## config.mk

```make
export PLATFORM = sky130hd
export DESIGN_NAME = pcm_bit_recover
export DESIGN_NICKNAME = d
export VERILOG_FILES = /design/src/rtl/pcm_rx_pkg.sv /design/src/rtl/pcm_sync_chain.sv /design/src/rtl/pcm_hold_filter.sv /design/src/rtl/pcm_phase_timer.sv /design/src/rtl/pcm_activity.sv /design/src/rtl/pcm_bit_recover.sv
export SDC_FILE = /design/constraint.sdc
export NUM_CORES = 1
export LEC_CHECK = 0
export BUFFER_PORTS_ARGS = -buffer_cell sky130_fd_sc_hd__buf_2
export CORE_MARGIN = 10
export CORE_UTILIZATION = 40
export CTS_CLUSTER_DIAMETER = 200
export CTS_CLUSTER_SIZE = 12
export DETAILED_ROUTE_END_ITERATION = 16
export HOLD_SLACK_MARGIN = 0.06
export MAX_ROUTING_LAYER = met4
export PLACE_DENSITY_LB_ADDON = 0.1
export SLEW_MARGIN = 20
export SYNTH_ARGS = -nofsm -noshare
export SYNTH_HDL_FRONTEND = slang
export SYNTH_HIERARCHICAL = 1
export SYNTH_SLANG_ARGS = --single-unit
export TNS_END_PERCENT = 20
```

## constraint.sdc

```tcl
create_clock -name clk -period 2.08 [get_ports clk]
set_clock_uncertainty 0.05 [all_clocks]
set_input_delay 0.104 -clock clk [delete_from_list [all_inputs] [get_ports clk]]
set_output_delay 0.104 -clock clk [all_outputs]
set_load 0.005 [all_outputs]
```

## src/rtl/pcm_rx_pkg.sv

```systemverilog
package pcm_rx_pkg;
  // default oversampling ratio (sampling clocks per bit)
  localparam int unsigned PCM_OSR_DEF  = 20;
  // default number of identical samples a new level must hold
  localparam int unsigned PCM_HOLD_DEF = 5;
  // default bit periods without a transition before the line is called silent
  localparam int unsigned PCM_IDLE_DEF = 8;

  typedef struct packed {
    logic valid;
    logic data;
  } pcm_bit_t;
endpackage

```

## src/rtl/pcm_sync_chain.sv

```systemverilog
module pcm_sync_chain #(
  parameter int unsigned STAGES = 2
) (
  input  logic clk,
  input  logic rst_n,
  input  logic din,
  output logic dout
);
  logic [STAGES-1:0] stage_q;

  generate
    for (genvar i = 0; i < STAGES; i++) begin : g_stage
      if (i == 0) begin : g_first
        always_ff @(posedge clk or negedge rst_n) begin
          if (!rst_n) stage_q[i] <= 1'b0;
          else        stage_q[i] <= din;
        end
      end else begin : g_rest
        always_ff @(posedge clk or negedge rst_n) begin
          if (!rst_n) stage_q[i] <= 1'b0;
          else        stage_q[i] <= stage_q[i-1];
        end
      end
    end
  endgenerate

  assign dout = stage_q[STAGES-1];
endmodule

```

## src/rtl/pcm_hold_filter.sv

```systemverilog
module pcm_hold_filter #(
  parameter int unsigned HOLD = 5
) (
  input  logic clk,
  input  logic rst_n,
  input  logic lvl_in,
  output logic lvl_out
);
  localparam int unsigned CW = (HOLD > 2) ? $clog2(HOLD) : 1;
  localparam logic [CW-1:0] LAST = CW'(HOLD - 1);

  logic [CW-1:0] run_q;
  logic          lvl_q;

  always_ff @(posedge clk or negedge rst_n) begin
    if (!rst_n) begin
      run_q <= '0;
      lvl_q <= 1'b0;
    end else if (lvl_in == lvl_q) begin
      run_q <= '0;
    end else if (run_q == LAST) begin
      lvl_q <= lvl_in;
      run_q <= '0;
    end else begin
      run_q <= run_q + 1'b1;
    end
  end

  assign lvl_out = lvl_q;
endmodule

```

## src/rtl/pcm_phase_timer.sv

```systemverilog
module pcm_phase_timer #(
  parameter int unsigned OSR = 20,
  localparam int unsigned PW = $clog2(OSR)
) (
  input  logic          clk,
  input  logic          rst_n,
  input  logic          lvl,
  output logic          trans,
  output logic          wrap,
  output logic [PW-1:0] phase,
  output logic          bit_valid,
  output logic          bit_data
);
  localparam logic [PW-1:0] MID_C  = PW'(OSR / 2);
  localparam logic [PW-1:0] LAST_C = PW'(OSR - 1);

  logic          lvl_q;
  logic [PW-1:0] phase_q;
  logic          strobe;

  assign trans  = lvl ^ lvl_q;
  assign wrap   = (phase_q == LAST_C);
  assign strobe = (phase_q == MID_C) && !trans;
  assign phase  = phase_q;

  always_ff @(posedge clk or negedge rst_n) begin
    if (!rst_n) begin
      lvl_q     <= 1'b0;
      phase_q   <= '0;
      bit_valid <= 1'b0;
      bit_data  <= 1'b0;
    end else begin
      lvl_q     <= lvl;
      bit_valid <= strobe;
      if (strobe) bit_data <= lvl;
      if (trans || wrap) phase_q <= '0;
      else               phase_q <= phase_q + 1'b1;
    end
  end
endmodule

```

## src/rtl/pcm_activity.sv

```systemverilog
module pcm_activity #(
  parameter int unsigned IDLE_BITS = 8
) (
  input  logic clk,
  input  logic rst_n,
  input  logic trans,
  input  logic wrap,
  output logic present
);
  localparam int unsigned IW = $clog2(IDLE_BITS + 1);
  localparam logic [IW-1:0] LAST_C = IW'(IDLE_BITS - 1);

  logic [IW-1:0] idle_q;

  always_ff @(posedge clk or negedge rst_n) begin
    if (!rst_n) begin
      present <= 1'b0;
      idle_q  <= '0;
    end else if (trans) begin
      present <= 1'b1;
      idle_q  <= '0;
    end else if (wrap && present) begin
      if (idle_q == LAST_C) present <= 1'b0;
      else                  idle_q  <= idle_q + 1'b1;
    end
  end
endmodule

```

## src/rtl/pcm_bit_recover.sv

```systemverilog
module pcm_bit_recover
  import pcm_rx_pkg::*;
#(
  parameter int unsigned OSR       = PCM_OSR_DEF,
  parameter int unsigned HOLD      = PCM_HOLD_DEF,
  parameter int unsigned IDLE_BITS = PCM_IDLE_DEF,
  parameter int unsigned SYNC_FF   = 2
) (
  input  logic clk,
  input  logic rst_n,
  input  logic pcm_in,
  output logic bit_data,
  output logic bit_valid,
  output logic sig_present
);
  localparam int unsigned PW = $clog2(OSR);

  logic          sync_lvl;
  logic          filt_lvl;
  logic          trans;
  logic          wrap;
  logic [PW-1:0] phase;
  pcm_bit_t      rec;

  pcm_sync_chain #(.STAGES(SYNC_FF)) u_sync (
    .clk (clk),
    .rst_n (rst_n),
    .din (pcm_in),
    .dout (sync_lvl)
  );

  pcm_hold_filter #(.HOLD(HOLD)) u_filt (
    .clk (clk),
    .rst_n (rst_n),
    .lvl_in (sync_lvl),
    .lvl_out (filt_lvl)
  );

  pcm_phase_timer #(.OSR(OSR)) u_timer (
    .clk (clk),
    .rst_n (rst_n),
    .lvl (filt_lvl),
    .trans (trans),
    .wrap (wrap),
    .phase (phase),
    .bit_valid (rec.valid),
    .bit_data (rec.data)
  );

  pcm_activity #(.IDLE_BITS(IDLE_BITS)) u_act (
    .clk (clk),
    .rst_n (rst_n),
    .trans (trans),
    .wrap (wrap),
    .present (sig_present)
  );

  assign bit_valid = rec.valid;
  assign bit_data  = rec.data;
endmodule

```

Word-level counts from Yosys, hierarchy flattened
Index checks and enable logic that the tools add are counted.

word-level totals
  register bits = 19
  word-level logic and storage cells = 39

operators by class
  add/subtract/negate cells = 3
  eq/ne operators = 6
  multiplexer cells = 9
  bitwise operators = 2
  reduce and logical (&&, ||, !) cells = 9

operators with widths
  operator                                                               count
  4-bit 2-to-1 mux                                                       3
  3-bit 2-to-1 mux                                                       2
  2-bit AND reduction                                                    3
  5-bit by 1-bit adder with 5-bit output, second input constant          1
  5-bit by 4-bit equality test with 1-bit output, second input constant  1
  5-bit equality test, second input constant                             1
  5-bit 2-to-1 mux                                                       1
  4-bit by 1-bit adder with 4-bit output, second input constant          1
  4-bit by 3-bit equality test with 1-bit output, second input constant  1
  2-bit nonzero test                                                     2
  3-bit by 1-bit adder with 3-bit output, second input constant          1
  3-bit equality test, second input constant                             1
  1-bit 2-to-1 mux                                                       3
  1-bit logical AND                                                      2
  2-bit inequality test, second input constant                           1
  1-bit equality test                                                    1
  1-bit logical NOT                                                      1
  1-bit logical OR                                                       1
  1-bit inverter                                                         1
  1-bit bitwise XOR                                                      1

Depth between registers and ports, before layout
Gate-level depths: netlist of run 1.

  depth after elaboration = 4
  depth in mapped cells = 5
  gate-level depth less buffers = 5

Modules after synthesis
The synthesis of run 1 kept the hierarchy.

modules (own cells, without submodules)
  module           times used  cells each  area an instance (µm²)  sequential area each (µm²)
  pcm_phase_timer  1           31          367.9                   200.2
  pcm_activity     1           25          254.0                   125.1
  pcm_hold_filter  1           16          192.7                   100.1
  pcm_sync_chain   1           2           50.0                    50.0

Least setup slack after synthesis of run 1
OpenSTA, ideal clock, no wires.

  path type = register to register
  from = register u_timer.phase_q[0] (netlist: u_timer/phase[0])
  to = register u_act.idle_q[3]
  library setup time = 0.078 ns
  data arrival time = 1.424 ns
  path slack = 0.529 ns
  cell stages (with the launch flop) = 6
  path buffers = 0
  cells stage by stage = dfrtp_1 ha_1 and3_1 nand2_1 or4_1 a21oi_1

between the ends
  longest elaborated chain between the ends = 4

RTL lines
  what                                  line                   RTL
  from (decl)                           pcm_phase_timer.sv:18  logic [PW-1:0] phase_q;
  from (signal assigned)                pcm_phase_timer.sv:37  else phase_q <= phase_q + 1'b1;
  5-bit equality test                   pcm_phase_timer.sv:22  assign wrap = (phase_q == LAST_C);
  net wrap                              pcm_bit_recover.sv:21  logic wrap;
  1-bit logical AND                     pcm_activity.sv:22     end else if (wrap && present) begin
  2-bit nonzero test (no source line)   n/a
  2-bit AND reduction (no source line)  n/a
  to (signal assigned)                  pcm_activity.sv:24     else idle_q <= idle_q + 1'b1;
  to (decl)                             pcm_activity.sv:13     logic [IW-1:0] idle_q;

The timed path passes the listed nets, and every way through them passes these cells.
A chain may end at the register's enable or synchronous reset.

Worst setup path in the final report of run 1
Ends and elaborated chain as after synthesis.

==> results of run 1 <==
layer usage:
layer,vias to the layer above,global-route usage [%]
li1,273,-
met1,253,8.62
met2,9,8.85
met3,2,3.85
met4,0,4.71
met5,-,-
state kept, by name, summed over array words and instances (netlist names):
name / count
u_act/idle_q: 4
u_timer/lvl_q: 1
u_timer/phase: 5
u_timer/bit_valid: 1
u_filt/run_q: 3
u_sync/stage_q: 1
u_timer/bit_data: 1
u_act/present: 1
u_filt/lvl_out: 1
u_sync/dout: 1
synth_stat cells (all sizes together) (2+ instances only):
| cell type | instances |
|---|---|
| nor2 | 10 |
| a21oi | 2 |
| inv | 3 |
| xor2 | 3 |
| nand3 | 4 |
| mux2i | 2 |
| mux2 | 2 |
| and3b | 2 |
| ha | 5 |
| xnor2 | 2 |
| dfrtp | 19 |
| nand2b | 3 |
| nand2 | 6 |
| o21ai | 2 |
power groups by stage:
stage          logic [µW]  registers (µW)  clock network [µW]
2_1_floorplan         253             505                   0
5_1_grt               355             525                 217
4_1_cts               317             512                 190
6_report              310             512                 177
3_5_place_dp          312             518                   0
3_3_place_gp          310             517                   0
critical path, delay by kind of cell (launching register included):
family	cells	cell delay, ns
adders and majority gates	1	0.25
and+or+nand+nor	3	0.78
DFF	1	0.39
AOI/OAI and AO/OA	1	0.13
stage by stage:
step	power (µW)	setup WS (ns)	area (µm²)	hold slack [ns]
finish	999	0.422	970	0.213
global route	1100	0.260	970	0.237
CTS	1020	0.430	970	0.208
detailed placement	831	0.436	923	0.00670
global placement	827	0.478	923	0.0127
floorplan	758	0.529	865	-0.242
kinds of logic after synthesis:
| group | synth area share, % |
|---|---|
| adder cells (fa/ha/maj) | 7.24 |
| buffers and inverters | 1.30 |
| AND/OR/NAND/NOR | 19.5 |
| multiplexers | 4.92 |
| AO/OA/AOI/OAI | 6.08 |
| XOR/XNOR | 5.93 |
| flip-flops | 55.0 |
final timing paths:
check | start | to | slack [ns]
worst max-delay path | u_timer/phase[0] | u_act/idle_q[3] | 0.42
worst min-delay path | rst_n | u_timer/phase[3] | 0.21
worst max register to register | u_timer/phase[0] | u_act/idle_q[3] | 0.42
worst min register to register | u_sync/stage_q[0] | u_sync/dout | 0.31
max in group asynchronous | rst_n | u_timer/phase[0] | 1.48
min in group clk | u_sync/stage_q[0] | u_sync/dout | 0.31
area by class of cell:
cell class | instances | share of cell area [%]
well taps | 27 | 3.48
repair buffers | 7 | 4.65
inverters | 3 | 1.16
flip-flops and latches | 19 | 49.0
clock buffers | 4 | 2.71
multi-input cells | 52 | 39.0
what timing repair did:
action / CTS / global route
endpoints found under the hold margin: 20 / 0
hold buffers: 2 / 0
endpoints found under the setup margin: 0 / 0
==> impl_metrics.py, run 1 <==
metrics = {
    "final_layout": {
        "area_growth_pct": 12.2,
        "fin_util_pct": 48.4,
        "layout_commonest_cell": "dfrtp_1",
        "nNetsFinal": 94,
        "fillerInstances": 196,
        "antennaDiodeCount": 0,
        "multiInputGateArea_um2": 378,
        "drive_gt1_share_pct": 16.5,
        "seqCellArea_um2": 475,
        "stdcell_count": 112,
        "final_cell_mix": "dfrtp_1, nor2_1, nand2_1",
    },
    "routing": {
        "drt-pass1-iter-count": 4,
        "wl_met2_um": 533,
        "antenna_left": 0,
        "dr.first_iter.drc_count": 21,
        "wl_per_cell_um": 11.5,
        "drc": 0,
        "viasPerCell": 4.79,
        "num_vias": 537,
        "wl_met3_um": 76,
        "wl_met1_um": 658,
        "routed_wl_um": 1290,
        "top_layer": "met4",
    },
    "place": {
        "numPortBuffers": 5,
        "routabilityCongestion": 0.775,
        "dpl.hpwl_um": 930,
        "dp_cells": 106,
    },
    "worst_setup_path": {
        "reg2reg_depth": 5,
        "end_kind": "register",
        "cpPeakStageDelay_ns": 0.47,
        "crit_type": "reg -> reg",
        "worstPathMaxFanout": 4,
        "start_kind": "register",
        "required_ns": 2.25,
        "path_cells": "ha_1 > and3_1 > nand2_1 > or4_1 > a21oi_1",
        "crit_arrival_ns": 1.83,
        "cp_slowest_cell": "or4_1",
    },
    "pwr": {
        "p_seq_share_pct": 51.2,
        "power.leakage_uw": 0.000451,
        "switchingPower_uw": 340,
        "ir_drop_v": 0.000582,
        "powerDensity_nw_per_um2": 1030,
        "swShare_pct": 34.0,
        "power.internal_uw": 659,
        "p_comb_share_pct": 31.1,
        "clkPwrFrac_pct": 17.7,
    },
    "synthesis": {
        "synthDistinctLibCells": 25,
        "synthArstFlopShare_pct": 100,
        "yosysTopAreaCell": "dfrtp_1",
        "syn_area_um2": 865,
        "syn-num-nets": 82,
        "synth_seq_cells": 19,
        "netlist_top_cells_area": "dfrtp_1, ha_1, nor2_1",
        "synth.top_cell.area_share_pct": 55.0,
        "synth-edff-count": 0,
        "synthFlopType": "dfrtp_1",
        "syn_area_per_cell_um2": 11.7,
        "syn-instance-count": 74,
        "synth_seq_area_share_pct": 55.0,
        "yosysWarningCount": 6,
    },
    "clocking": {
        "h-tree-depth": 1,
        "cts_made_buffers": 3,
        "root_buffer": "clkbuf_4",
        "post_cts_buffers": 0,
        "cts.repair.resized": 0,
        "cts.clk_slew.worst_paths_ns": 0.10,
        "ctsLongestPathBuffers": 2,
        "clkLatencyLatePin_ns": 0.29,
        "tritoncts": "yes",
        "clock-sinks": 19,
    },
    "sta": {
        "max_freq_mhz": 603,
        "finalSetupViolations": 0,
        "period_share_pct": 79.7,
        "tightest_slew_ns": 0.427,
        "setup_tns_ns": 0,
        "min_period_ns": 1.66,
        "maxSlewHeadroom_pct": 71.5,
        "rsz0062_at_grt": "no",
        "report.final.slew_viol_count": 0,
        "report.final.hold_viol_count": 0,
    },
    "global_routing": {
        "grt_overflow": 0,
        "grt_max_degree": 20,
        "grt_pass1_wl_um": 2290,
        "antenna_found_initial": 0,
        "grt_usage_pct": 7.16,
        "grt_pass1_vias": 523,
    },
    "floorplanning": {
        "coreArea_um2": 2000,
        "chipHeight_um": 66.5,
        "ios": 6,
        "dieWidth_um": 66.5,
        "rows": 16,
        "die-area_um2": 4420,
        "start_util_pct": 43.2,
    },
    "job": {
        "maxCapViolCount": 0,
    },
    "run_status": {
        "outcome": "complete, no violations",
    },
    "worst_hold_path": {
        "hp-class": "in -> async",
    },
}
Note: power is estimated with default switching activity, not from simulation.
==> run 2, diff against run 1 <==
==> constraint.sdc (replaced) <==
create_clock -name clk -period 1.5 [get_ports clk]
set_clock_uncertainty 0.05 [all_clocks]
set_input_delay 0.075 -clock clk [delete_from_list [all_inputs] [get_ports clk]]
set_output_delay 0.075 -clock clk [all_outputs]
set_load 0.005 [all_outputs]
==> run 2 against run 1 <==
Clock power is 42% higher. Critical endpoint is now u_act/idle_q[0]. Final area is 14% higher. Critical path type unchanged. Largest power group unchanged. Largest cell class unchanged. First-iteration DRC count shrank 33%. Highest routed layer unchanged. Via count rose by 7.8%. Core utilization grew 6.9 points.
==> impl_metrics.py, run 2 (synthesized netlist as in run 1, its figures left out) <==
metrics = {
    "clocking": {
        "cts.clk_slew.worst_paths_ns": 0.11,
        "clock-sinks": 19,
        "tritoncts": "yes",
        "cts_made_buffers": 3,
        "clkLatencyLatePin_ns": 0.29,
        "ctsLongestPathBuffers": 2,
        "root_buffer": "clkbuf_4",
        "h-tree-depth": 1,
    },
    "pwr": {
        "p_seq_share_pct": 43.8,
        "p_comb_share_pct": 40.4,
        "clkPwrFrac_pct": 15.8,
        "ir_drop_v": 0.000813,
        "power.leakage_uw": 0.000527,
        "powerDensity_nw_per_um2": 1430,
        "switchingPower_uw": 533,
        "swShare_pct": 33.5,
        "power.internal_uw": 1060,
    },
    "sta": {
        "min_period_ns": 1.45,
        "report.final.hold_viol_count": 0,
        "period_share_pct": 97.0,
        "max_freq_mhz": 687,
        "rsz0062_at_grt": "yes",
        "finalSetupViolations": 0,
        "report.final.slew_viol_count": 0,
        "tightest_slew_ns": 0.418,
        "maxSlewHeadroom_pct": 72.1,
    },
    "routing": {
        "drc": 0,
        "dr.first_iter.drc_count": 14,
        "routed_wl_um": 1460,
        "antenna_left": 0,
        "viasPerCell": 4.56,
        "drt-pass1-iter-count": 3,
        "num_vias": 579,
        "wl_per_cell_um": 11.5,
    },
    "floorplanning": {
        "start_util_pct": 43.2,
        "ios": 6,
        "chipHeight_um": 66.5,
        "rows": 16,
        "die-area_um2": 4420,
        "coreArea_um2": 2000,
        "dieWidth_um": 66.5,
    },
    "global_routing": {
        "grt_pass1_vias": 617,
        "grt_overflow": 0,
        "grt_pass1_wl_um": 2570,
        "antenna_found_initial": 0,
        "grt_max_degree": 20,
        "grt_usage_pct": 7.82,
    },
    "worst_setup_path": {
        "cpPeakStageDelay_ns": 0.41,
        "start_kind": "register",
        "crit_buf_inv": 0,
        "crit_start": "u_act/idle_q[0]",
        "crit_type": "reg -> reg",
        "crit_arrival_ns": 1.59,
        "r2r-start": "u_act/idle_q[0]",
        "worstPathMaxFanout": 3,
        "cp_slowest_cell": "dfrtp_1",
        "end_kind": "register",
        "crit_family": "flip-flops",
        "required_ns": 1.64,
        "path_cells": "ha_1 > and3b_1 > nor2_2 > mux2_2",
    },
    "final_layout": {
        "layout_commonest_cell": "dfrtp_1",
        "drive_gt1_share_pct": 35.0,
        "antennaDiodeCount": 0,
        "stdcell_count": 127,
        "area_growth_pct": 28.2,
        "nNetsFinal": 109,
        "finalInstanceArea_um2": 1110,
        "largest_reg_flops": 5,
        "final_cell_mix": "dfrtp_1, buf_4, nor2_1",
    },
    "worst_hold_path": {
        "hp-class": "in -> async",
    },
    "place": {
        "dpl.hpwl_um": 1120,
        "routabilityCongestion": 0.794,
        "dp_cells": 119,
        "place_area_um2": 1040,
        "numPortBuffers": 5,
    },
    "run_status": {
        "outcome": "complete, no violations",
    },
    "job": {
        "maxCapViolCount": 0,
    },
}
[run 2: changes by cell type in the layout (fill, tap and decap cells not counted), sizes merged]
cell    previous run  this run
clkinv             0         1
clkbuf             4         3
buf                5        20
[run 2: per-stage QoR]
step	hold slack (ns)	power (µW)	setup WS (ns)	TNS (ns)	util, %
finish	0.186	1590	0.0453	0	55.4
global route	0.211	1730	-0.0238	-0.0238	55.4
CTS	0.194	1600	0.0128	0	54.9
detailed placement	-0.0117	1330	-0.00705	-0.00705	51.7
global placement	-0.0108	1310	0.0103	0	51.7
floorplan	-0.271	1070	0.00252	0	-
[run 2: final timing paths]
path	slack [ns]	endpoint	depth (start not counted)
setup / recovery	0.05	u_act/idle_q[0]	4
hold / removal	0.19	u_timer/bit_valid	2
setup reg to reg	0.05	u_act/idle_q[0]	4
hold reg to reg	0.32	u_sync/dout	0
max in group asynchronous	0.92	u_timer/phase[2]	2
min in group clk	0.32	u_sync/dout	0
[run 2: worst register-to-register path, stage by stage (launching register included)]
cell and delay (ns):
dfrtp_1 0.41, ha_1 0.23, and3b_1 0.20, nor2_2 0.11, mux2_2 0.35
[run 2: cell type report]
type	count	area [µm²]
clock buffer	3	22.5
clock inverter	1	5.00
fill	181	893
inverter	3	11.3
multi-input combinational	52	403
sequential	19	475
tap	27	33.8
timing repair buffer	22	158
[run 2: timing repair]
item / 4_1_cts / 5_1_grt
resized for setup: 2 / 1
hold buffers: 2 / 0
setup endpoints to repair: 2 / 2
setup buffers: 1 / 1
pin swaps: 3 / 2
hold endpoints to repair: 20 / 0
[run 2: per-layer routing]
layer | wire length (µm) | GRT usage [%] | part of all wire, % | up-vias
li1 | - | - | - | 300
met1 | 692 | 8.80 | 47 | 272
met2 | 699 | 11.7 | 48 | 5
met3 | 52 | 2.17 | 3.6 | 2
met4 | 14 | 5.50 | 0.96 | 0
met5 | 0 | - | 0 | -
[run 2: power groups by stage]
stage | logic [µW] | clock network (µW) | registers [µW]
global route | 728 | 294 | 709
floorplan | 360 | 0 | 714
CTS | 638 | 266 | 698
detailed placement | 618 | 0 | 708
global placement | 605 | 0 | 701
finish | 641 | 252 | 696
